==> src/rtl/apwm_pkg.sv <==
package apwm_pkg;

    // Register byte offsets; software decodes these
    localparam int unsigned OFS_PER_LIVE  = 32'h08;
    localparam int unsigned OFS_CMP_LIVE  = 32'h0C;
    localparam int unsigned OFS_PER_STAGE = 32'h10;
    localparam int unsigned OFS_CMP_STAGE = 32'h14;
    localparam int unsigned OFS_CTRL      = 32'h2A;

    // Control word bit positions
    localparam int unsigned CTL_RUN  = 4;
    localparam int unsigned CTL_WAVE = 9;
    localparam int unsigned CTL_INV  = 10;

    typedef enum logic [2:0] {
        SEL_NONE,
        SEL_PER_LIVE,
        SEL_CMP_LIVE,
        SEL_PER_STAGE,
        SEL_CMP_STAGE,
        SEL_CTRL
    } reg_sel_e;

    function automatic reg_sel_e decode_ofs(input logic [31:0] ofs);
        case (ofs)
            OFS_PER_LIVE:  return SEL_PER_LIVE;
            OFS_CMP_LIVE:  return SEL_CMP_LIVE;
            OFS_PER_STAGE: return SEL_PER_STAGE;
            OFS_CMP_STAGE: return SEL_CMP_STAGE;
            OFS_CTRL:      return SEL_CTRL;
            default:       return SEL_NONE;
        endcase
    endfunction

endpackage

==> src/rtl/apwm_regfile.sv <==
module apwm_regfile #(
    parameter int DATA_W = 32,
    parameter int ADDR_W = 8,
    parameter int CTRL_W = 16
) (
    input  logic              clk,
    input  logic              rst_n,
    input  logic [ADDR_W-1:0] addr,
    input  logic [DATA_W-1:0] wdata,
    input  logic              wr_en,
    input  logic              wrap,
    output logic [DATA_W-1:0] rdata,
    output logic [DATA_W-1:0] per_live,
    output logic [DATA_W-1:0] cmp_live,
    output logic [CTRL_W-1:0] ctrl
);
    import apwm_pkg::*;

    typedef struct packed {
        logic [DATA_W-1:0] per_live;
        logic [DATA_W-1:0] cmp_live;
        logic [DATA_W-1:0] per_stage;
        logic [DATA_W-1:0] cmp_stage;
        logic [CTRL_W-1:0] ctrl;
        logic              pend;
    } regs_t;

    regs_t    regs_d, regs_q;
    reg_sel_e sel;

    always_comb begin
        sel    = decode_ofs(32'(addr));
        regs_d = regs_q;
        // staged copy first, so a direct live write on the same edge wins
        if (wrap && regs_q.pend) begin
            regs_d.per_live = regs_q.per_stage;
            regs_d.cmp_live = regs_q.cmp_stage;
            regs_d.pend     = 1'b0;
        end
        if (wr_en) begin
            case (sel)
                SEL_PER_LIVE:  regs_d.per_live = wdata;
                SEL_CMP_LIVE:  regs_d.cmp_live = wdata;
                SEL_PER_STAGE: begin
                    regs_d.per_stage = wdata;
                    regs_d.pend      = 1'b1;
                end
                SEL_CMP_STAGE: begin
                    regs_d.cmp_stage = wdata;
                    regs_d.pend      = 1'b1;
                end
                SEL_CTRL:      regs_d.ctrl = wdata[CTRL_W-1:0];
                default:       ;
            endcase
        end
    end

    always_ff @(posedge clk or negedge rst_n) begin
        if (!rst_n) regs_q <= '0;
        else        regs_q <= regs_d;
    end

    always_comb begin
        case (sel)
            SEL_PER_LIVE:  rdata = regs_q.per_live;
            SEL_CMP_LIVE:  rdata = regs_q.cmp_live;
            SEL_PER_STAGE: rdata = regs_q.per_stage;
            SEL_CMP_STAGE: rdata = regs_q.cmp_stage;
            SEL_CTRL:      rdata = DATA_W'(regs_q.ctrl);
            default:       rdata = '0;
        endcase
    end

    assign per_live = regs_q.per_live;
    assign cmp_live = regs_q.cmp_live;
    assign ctrl     = regs_q.ctrl;

endmodule

==> src/rtl/apwm_counter.sv <==
module apwm_counter #(
    parameter int DATA_W = 32
) (
    input  logic              clk,
    input  logic              rst_n,
    input  logic              run,
    input  logic [DATA_W-1:0] per_live,
    output logic [DATA_W-1:0] cnt,
    output logic              wrap
);
    typedef struct packed {
        logic [DATA_W-1:0] cnt;
    } cnt_t;

    cnt_t          cnt_d, cnt_q;
    logic [DATA_W:0] next_ext;

    always_comb begin
        next_ext = {1'b0, cnt_q.cnt} + {{DATA_W{1'b0}}, 1'b1};
        wrap     = run && (next_ext >= {1'b0, per_live});
        cnt_d    = cnt_q;
        if (run) begin
            if (wrap) cnt_d.cnt = '0;
            else      cnt_d.cnt = next_ext[DATA_W-1:0];
        end
    end

    always_ff @(posedge clk or negedge rst_n) begin
        if (!rst_n) cnt_q <= '0;
        else        cnt_q <= cnt_d;
    end

    assign cnt = cnt_q.cnt;

endmodule

==> src/rtl/apwm_wavegen.sv <==
module apwm_wavegen #(
    parameter int DATA_W = 32
) (
    input  logic              clk,
    input  logic              rst_n,
    input  logic              wave_en,
    input  logic              invert,
    input  logic [DATA_W-1:0] cnt,
    input  logic [DATA_W-1:0] cmp_live,
    output logic              pwm
);
    typedef struct packed {
        logic out;
    } wave_t;

    wave_t wave_d, wave_q;

    always_comb begin
        wave_d.out = wave_en && ((cnt < cmp_live) ^ invert);
    end

    always_ff @(posedge clk or negedge rst_n) begin
        if (!rst_n) wave_q <= '0;
        else        wave_q <= wave_d;
    end

    assign pwm = wave_q.out;

endmodule

==> src/rtl/apwm_shadow.sv <==
module apwm_shadow #(
    parameter int DATA_W = 32,
    parameter int ADDR_W = 8,
    parameter int CTRL_W = 16
) (
    input  logic              clk,
    input  logic              rst_n,
    input  logic [ADDR_W-1:0] addr,
    input  logic [DATA_W-1:0] wdata,
    input  logic              wr_en,
    output logic [DATA_W-1:0] rdata,
    output logic              pwm_out
);
    import apwm_pkg::*;

    logic [DATA_W-1:0] per_live, cmp_live, cnt_q;
    logic [CTRL_W-1:0] ctrl_q;
    logic              wrap;

    apwm_regfile #(.DATA_W(DATA_W), .ADDR_W(ADDR_W), .CTRL_W(CTRL_W)) regs_i (
        .clk      (clk),
        .rst_n    (rst_n),
        .addr     (addr),
        .wdata    (wdata),
        .wr_en    (wr_en),
        .wrap     (wrap),
        .rdata    (rdata),
        .per_live (per_live),
        .cmp_live (cmp_live),
        .ctrl     (ctrl_q)
    );

    apwm_counter #(.DATA_W(DATA_W)) cnt_i (
        .clk      (clk),
        .rst_n    (rst_n),
        .run      (ctrl_q[CTL_RUN]),
        .per_live (per_live),
        .cnt      (cnt_q),
        .wrap     (wrap)
    );

    apwm_wavegen #(.DATA_W(DATA_W)) wave_i (
        .clk      (clk),
        .rst_n    (rst_n),
        .wave_en  (ctrl_q[CTL_WAVE]),
        .invert   (ctrl_q[CTL_INV]),
        .cnt      (cnt_q),
        .cmp_live (cmp_live),
        .pwm      (pwm_out)
    );

endmodule

==> config.mk <==
export PLATFORM = sky130hd
export DESIGN_NAME = apwm_shadow
export DESIGN_NICKNAME = d
export VERILOG_FILES = /design/src/rtl/apwm_pkg.sv /design/src/rtl/apwm_regfile.sv /design/src/rtl/apwm_counter.sv /design/src/rtl/apwm_wavegen.sv /design/src/rtl/apwm_shadow.sv
export SDC_FILE = /design/constraint.sdc
export NUM_CORES = 1
export LEC_CHECK = 0
export BUFFER_PORTS_ARGS = -buffer_cell sky130_fd_sc_hd__buf_2
export CAP_MARGIN = 5
export CORE_UTILIZATION = 30
export DETAILED_ROUTE_END_ITERATION = 8
export PLACE_DENSITY_LB_ADDON = 0.1
export SYNTH_ARGS = -nofsm -noshare
export SYNTH_HDL_FRONTEND = slang
export SYNTH_HIERARCHICAL = 1
export SYNTH_SLANG_ARGS = --single-unit
==> constraint.sdc <==
create_clock -name clk -period 6.5 [get_ports clk]
set_input_delay 1.625 -clock clk [delete_from_list [all_inputs] [get_ports clk]]
set_output_delay 1.625 -clock clk [all_outputs]
set_load 0.1 [all_outputs]
After elaboration in Yosys (flattened, before gate mapping)
Cells that the tools add are included.
{ "totals": {"rom_bits": 0, "n_memories": 0, "mem_bits_rw": 0, "reg_bits": 178, "output_inout_bits": 33, "latchBits": 0} }
{ "classes": {"addsub": 1, "n_mul": 0, "n_mux": 12, "reduce_logical": 7, "magnitude_cmp": 2, "eq_ne": 10, "shifts": 0, "div": 0, "bitwise_logic": 1} }
{ "op_table": {"columns": ["op", "count"], "rows": [
  ["32-bit 2-to-1 mux", 5],
  ["32-bit case mux with 5 select lines", 1],
  ["145-bit 2-to-1 mux", 1],
  ["64-bit 2-to-1 mux", 1],
  ["32-bit by 1-bit adder with 33-bit output (second input constant)", 1],
  ["33-bit by 32-bit >= comparator with 1-bit output", 1],
  ["32-bit less-than comparator", 1],
  ["8-bit by 4-bit equality test with 1-bit output (second input constant)", 2],
  ["8-bit by 5-bit equality test with 1-bit output (second input constant)", 2],
  ["16-bit 2-to-1 mux", 1],
  ["3-bit case mux with 5 select lines", 1],
  ["8-bit by 6-bit equality test with 1-bit output (second input constant)", 1],
  ["3-bit by 2-bit equality test with 1-bit output (second input constant)", 2],
  ["3-bit equality test (second input constant)", 2],
  ["2-bit AND reduction", 3],
  ["3-bit by 1-bit equality test with 1-bit output (second input constant)", 1],
  ["1-bit logical AND", 3],
  ["1-bit 2-to-1 mux", 2],
  ["2-bit OR reduction", 1],
  ["1-bit bitwise XOR", 1]
]} }

Logic depth before layout (Yosys ltp)
Gate-level depths: netlist of the first run.
{ "logic_depth": {"ltp_word": 7, "depth_mapped": 20, "depth_no_buf": 17} }

By module
Netlist of the first run, hierarchy kept.
{ "modules_own_cells": {"columns": ["module", "n_inst", "area_per_inst_um2", "cells_each"], "rows": [
  ["apwm_regfile", 1, 8015.2, 619],
  ["apwm_counter", 1, 2862.7, 333],
  ["apwm_wavegen", 1, 829.5, 114]
]} }

Worst setup path after synthesis of the first run
No wires, ideal clock.
{ "synth_path": {"kind": "input -> output", "start": "input addr[2]", "end": "output rdata[19]", "arrival_time_ns": 3.673, "stages": 4, "path_slack_ns": 1.202, "n_path_buf": 1, "path_cell_list": "buf_2 nor3b_2 nand2_1 o211ai_1"} }
{ "synth_between": {"elab_chain_cells": 4} }
{ "synth_rtl": {"columns": ["element", "line_no", "rtl"], "rows": [
  ["from (decl)", "apwm_shadow.sv:8", "input logic [ADDR_W-1:0] addr,"],
  ["8-bit by 6-bit equality test with 1-bit output (tied with other cells)", "apwm_pkg.sv:25", "case (ofs)"],
  ["3-bit case mux with 5 select lines (*)", "apwm_pkg.sv:25", null],
  ["3-bit equality test (tied with other cells)", "apwm_regfile.sv:64", "case (sel)"],
  ["32-bit case mux with 5 select lines (*)", "apwm_regfile.sv:64", null],
  ["to (decl)", "apwm_shadow.sv:11", "output logic [DATA_W-1:0] rdata,"]
]} }
Mark *: on every way between the ends. The rest lies on a longest branch, timed or not.

Worst setup path after layout of the first run
{ "layout_path": {"start": "input addr[7]", "end": "output rdata[11]"} }
Same word-level chain as after synthesis.

==> results of run 1 <==
cell usage in the layout (no fill, tap or decap), types with 7 or more instances in the layout:
cell type	n
nor3_1	27
buf_2	61
mux2_2	200
nand2_1	57
a21oi_1	19
a21o_1	7
o21ai_0	14
ha_1	64
xnor2_1	20
dfrtp_1	178
o211ai_1	9
mux2_4	10
o2bb2ai_1	20
buf_12	15
mux2i_1	29
nand3_1	26
and4_1	7
and3_1	12
clkbuf_16	17
a31oi_1	9
inv_1	75
mux2_1	10
nand4_1	16
a221o_1	26
buf_4	15
nor2_1	10
metrics by stage:
stage               area (µm²)  cells
global placement         12200   1540
global route             12800   1572
floorplan                11600   1053
CTS                      12800   1572
detailed placement       12200   1540
finish                   12800   1572
power by group:
part	switching, mW	internal [mW]
registers	0.0515	1.16
logic	0.266	0.165
clock network	0.497	0.555
sequential cells by signal (all words and copies together), names as in the netlist:
name	flops
regs_i/per_live	32
regs_i/ctrl	16
cnt_i/cnt	32
regs_i/cmp_live	32
regs_i/regs_q	65
wave_i/pwm	1
worst max-delay path, stage by stage:
cell and delay (ns):
buf_2 0.15, or4b_1 0.96, nor2_2 0.20, buf_4 0.28
a221o_1 0.20, buf_2 0.43
layout make-up:
class	instances	area, µm²
Fill cell	3904	25000
Multi-Input combinational cell	684	6140
Sequential cell	178	4450
Timing Repair Buffer	92	732
Tap cell	511	639
Clock buffer	19	443
Inverter	75	282
Clock inverter	13	139
how the worst max path moves through the flow:
stage	cells past startpoint	slack (ns)	endpoint
3_5_place_dp	6	1.04	rdata[11]
4_1_cts	6	1.04	rdata[11]
6_report	6	1.02	rdata[11]
3_3_place_gp	6	1.08	rdata[4]
2_1_floorplan	4	1.20	rdata[19]
5_1_grt	6	0.98	rdata[11]
per-layer routing:
| layer | track usage | vias to the layer above | part of all wire |
|---|---|---|---|
| met4 | 0.0379 | 0 | 0.0091 |
| met1 | 0.250 | 3965 | 0.51 |
| met3 | 0.0210 | 21 | 0.024 |
| met5 | 0 | - | 0 |
| met2 | 0.272 | 119 | 0.46 |
| li1 | - | 3751 | - |
==> results.sh, run 1 <==
export IMPL_status="complete, no violations"
export IMPL_drt_initial_drc_count=467
export IMPL_worst_hold_path_num_cells=1
export IMPL_hpwl_um=22800
export IMPL_grt_util_all_layers=0.172
export IMPL_gp_congestion=0.771
export IMPL_fin_nets=1155
export IMPL_fmax_ghz=0.183
export IMPL_hold_path_class="reg2reg"
export IMPL_cts_resized=0
export IMPL_power_density_nw_per_um2=210
export IMPL_min_to="regs_i/ctrl[2]"
export IMPL_setup_viol=0
export IMPL_layout_drive_gt1_share=0.340
export IMPL_port_buffers=75
export IMPL_crit_required_ns=4.88
export IMPL_tightest_slew_ns=0.922
export IMPL_cts_setup_buffers=0
export IMPL_syn_instance_count=1053
export IMPL_drv_cap=0
export IMPL_die_y_um=199
export IMPL_rsz0062_at_grt="no"
export IMPL_ctsHoldBuffers=0
export IMPL_regToRegStartpoint="cnt_i/cnt[0]"
export IMPL_end_kind="primary output"
export IMPL_pre_cts_slack_ns=1.04
export IMPL_slew_violations=0
export IMPL_slew_headroom=0.385
export IMPL_reg2reg_slack_ns=1.52
export IMPL_rr_endpoint="regs_i/cmp_live[17]"
export IMPL_hold_violations=0
export IMPL_path_class="in2out"
export IMPL_area_growth_pct=10.5
export IMPL_ios=76
export IMPL_tns_ns=0
export IMPL_wl_um=32600
export IMPL_yosys_warnings=6
export IMPL_crit_fanout=15
export IMPL_grt_max_degree=131
export IMPL_crit_start="addr[7]"
export IMPL_cts_root_buffer="clkbuf_16"
export IMPL_leakage_nw=6.10
export IMPL_dieArea_um2=39500
export IMPL_syn_cell_area_um2=11600
export IMPL_timing_final_crit_period_ns=5.48
export IMPL_worstPathArrival_ns=3.85
export IMPL_num_vias=7856
export IMPL_setup_slack_ns=1.02
export IMPL_die_width_um=199
export IMPL_drc=0
export IMPL_timing_final_crit_share=0.843
export IMPL_initial_core_util=0.307
export IMPL_avgSynthCellArea_um2=11.0
export IMPL_vdd_ir_drop_max_uv=171
export IMPL_antenna_found_initial=0
export IMPL_n_antenna_cell=0
export IMPL_hold_slack_ns=0.513
export IMPL_reg2regPathDepth=19
export IMPL_hp_start="regs_i/ctrl[2]"
export IMPL_cts_htree_levels=4
export IMPL_cts_sinks=178
export IMPL_fin_skew_ns=0.0138
export IMPL_post_route_util=0.339
export IMPL_wire_per_inst_um=20.8
export IMPL_num_rows=71
export IMPL_cts_buffers=17
export IMPL_syn_num_nets=1160
export IMPL_clkLatencyLatePin_ns=0.44
export IMPL_p_total_mw=2.70
export IMPL_clk_pin_slew_ns=0.07
export IMPL_grt_pass1_vias=8136
export IMPL_ant_nets=0
export IMPL_gr_total_overflow=0
export IMPL_design_core_area_um2=37800
export IMPL_vias_per_cell=5.00
export IMPL_firstDrtPassIters=5
export IMPL_cts_buffer_depth=2
export IMPL_start_kind="primary input"
export IMPL_tritoncts="yes"
export IMPL_grt_pass1_wl_um=50700
(Power assumes the default switching activity.)
==> run 2, diff against run 1 <==
Settings changed: ABC_AREA from default to 1.
Clock period 6.5 ns to 5.3 ns, I/O delays scaled along.
==> run 2 against run 1 <==
- the run now ends with DRC left
- synthesized cell count increased by 69%
- sequential share of layout area decreased by 1.5 points
- register-to-register slack got worse by 0.68 ns
- final cell count increased by 46%
- critical path depth increased by 16
- hold slack got worse by 0.0047 ns
- utilization decreased by 0.94 points
- die area increased by 6.5%
- total power increased by 65%
- largest cell class unchanged
==> results.sh, run 2 <==
export IMPL_num_vias=11100
export IMPL_syn_num_nets=1889
export IMPL_firstDrtPassIters=7
export IMPL_wire_per_inst_um=18.3
export IMPL_avgSynthCellArea_um2=6.94
export IMPL_syn_cell_area_um2=12400
export IMPL_dieArea_um2=42100
export IMPL_worstPathArrival_ns=4.79
export IMPL_die_width_um=205
export IMPL_worst_hold_path_num_cells=2
export IMPL_path_class="reg2reg"
export IMPL_crit_required_ns=5.63
export IMPL_yosys_warnings=6
export IMPL_design_core_area_um2=40700
export IMPL_tightest_slew_ns=1.25
export IMPL_tritoncts="yes"
export IMPL_p_total_mw=4.45
export IMPL_grt_max_degree=98
export IMPL_cts_htree_levels=4
export IMPL_clkLatencyLatePin_ns=0.45
export IMPL_vdd_ir_drop_max_uv=263
export IMPL_setup_viol=0
export IMPL_dp_cells=2263
export IMPL_crit_path_frequent_cell="nand2_1"
export IMPL_power_density_nw_per_um2=332
export IMPL_layout_drive_gt1_share=0.107
export IMPL_timing_final_crit_share=0.841
export IMPL_top_register="regs_i/regs_q"
export IMPL_grt_pass1_vias=10600
export IMPL_violations="DRC"
export IMPL_gr_total_overflow=0
export IMPL_final_cell_mix="nand2_1 (557), inv_1 (221), dfrtp_1 (178)"
export IMPL_cts_root_buffer="clkbuf_16"
export IMPL_drv_cap=0
export IMPL_antenna_found_initial=0
export IMPL_ctsHoldBuffers=0
export IMPL_area_growth_pct=8.50
export IMPL_status="complete, but fails checks"
export IMPL_grt_pass1_wl_um=66000
export IMPL_n_antenna_cell=0
export IMPL_gp_congestion=0.818
export IMPL_die_y_um=205
export IMPL_hold_violations=0
export IMPL_fin_skew_ns=0.0151
export IMPL_cts_resized=0
export IMPL_drt_initial_drc_count=842
export IMPL_slew_violations=0
export IMPL_timing_final_crit_period_ns=4.46
export IMPL_slew_headroom=0.168
export IMPL_final_common_cell="nand2_1"
export IMPL_ant_nets=0
export IMPL_num_rows=74
export IMPL_hpwl_um=29200
export IMPL_fmax_ghz=0.224
export IMPL_grt_util_all_layers=0.209
export IMPL_cts_buffer_depth=2
export IMPL_initial_core_util=0.304
export IMPL_crit_fanout=61
export IMPL_leakage_nw=7.00
export IMPL_port_buffers=75
export IMPL_cts_sinks=178
export IMPL_vias_per_cell=4.85
export IMPL_tns_ns=0
export IMPL_end_kind="flop"
export IMPL_syn_instance_count=1782
export IMPL_finalNonFillerCells=2295
export IMPL_largest_register_ff_count=65
export IMPL_cts_buffers=17
export IMPL_cpMaxStageDelayCell="dfrtp_1"
export IMPL_wl_um=42100
export IMPL_hold_path_class="reg2reg"
export IMPL_reg2regPathDepth=22
export IMPL_cts_setup_buffers=0
export IMPL_start_kind="flop"
export IMPL_drc=1
export IMPL_crit_chain="ha_1 -> nand2_2 -> nor2_4 -> nand2_4 -> nor2_8 -> nand2_1 -> xnor2_1 -> ha_1 -> nand2_1 -> nor2_1 -> nand2_1 -> nor2_1 -> nand3_1 -> nand3_1 -> nor2_4 -> a21oi_1 -> nand2_4 -> buf_4 -> nand2_1 -> o21ai_0 -> o21ai_1 -> nand2_1"
export IMPL_fin_nets=1857
export IMPL_rsz0062_at_grt="no"
export IMPL_ios=76
export IMPL_slowest_delay_ns=0.48
export IMPL_clk_pin_slew_ns=0.07
[run 2: where the power goes]
part | total [mW] | internal (mW) | switching, mW
sequential | 1.85 | 1.60 | 0.250
combinational | 1.29 | 0.431 | 0.862
clock | 1.31 | 0.720 | 0.593
total | 4.45 | 2.75 | 1.70
[run 2: worst max-delay path, delay by kind of cell, from the launching register on]
family	cells	cell delay, ns
adder cells (fa/ha/maj)	2	0.46
AND/OR/NAND/NOR	15	2.06
flip-flops	1	0.48
AO/OA/AOI/OAI	3	0.48
buffers and inverters	1	0.40
XOR/XNOR	1	0.42
[run 2: cell type report]
| type | instances | area [µm²] |
|---|---|---|
| Clock buffer | 20 | 457 |
| Fill cell | 4483 | 27300 |
| Multi-Input combinational cell | 1219 | 6100 |
| Tap cell | 532 | 666 |
| Sequential cell | 178 | 4450 |
| Clock inverter | 12 | 131 |
| Timing Repair Buffer | 103 | 749 |
| Inverter | 231 | 867 |
[run 2: per-layer routing]
layer,vias up,GRT usage,routed length [µm]
met1,5313,0.323,21800
met3,29,0.0299,1970
met4,0,0.0505,495
met2,246,0.300,17800
li1,5544,-,-
met5,-,0,0
[run 2: per-stage QoR]
stage	utilization	area [µm²]	hold WS [ns]	worst slack [ns]
6_report	0.330	13400	0.508	0.843
5_1_grt	0.330	13400	0.536	0.368
3_5_place_dp	0.315	12800	0.492	0.863
2_1_floorplan	-	12400	0.468	1.10
3_3_place_gp	0.315	12800	0.484	0.903
4_1_cts	0.330	13400	0.508	0.863
[run 2: worst paths after layout]
kind                            startpoint                   to  slack (ns)
max in group asynchronous            rst_n         cnt_i/cnt[2]        3.28
min                        regs_i/ctrl[15]      regs_i/ctrl[15]        0.51
max                           cnt_i/cnt[0]  regs_i/per_live[14]        0.84
max reg2reg                   cnt_i/cnt[0]  regs_i/per_live[14]        0.84
min in group asynchronous            rst_n  regs_i/cmp_live[27]        0.97
min reg2reg                regs_i/ctrl[15]      regs_i/ctrl[15]        0.51
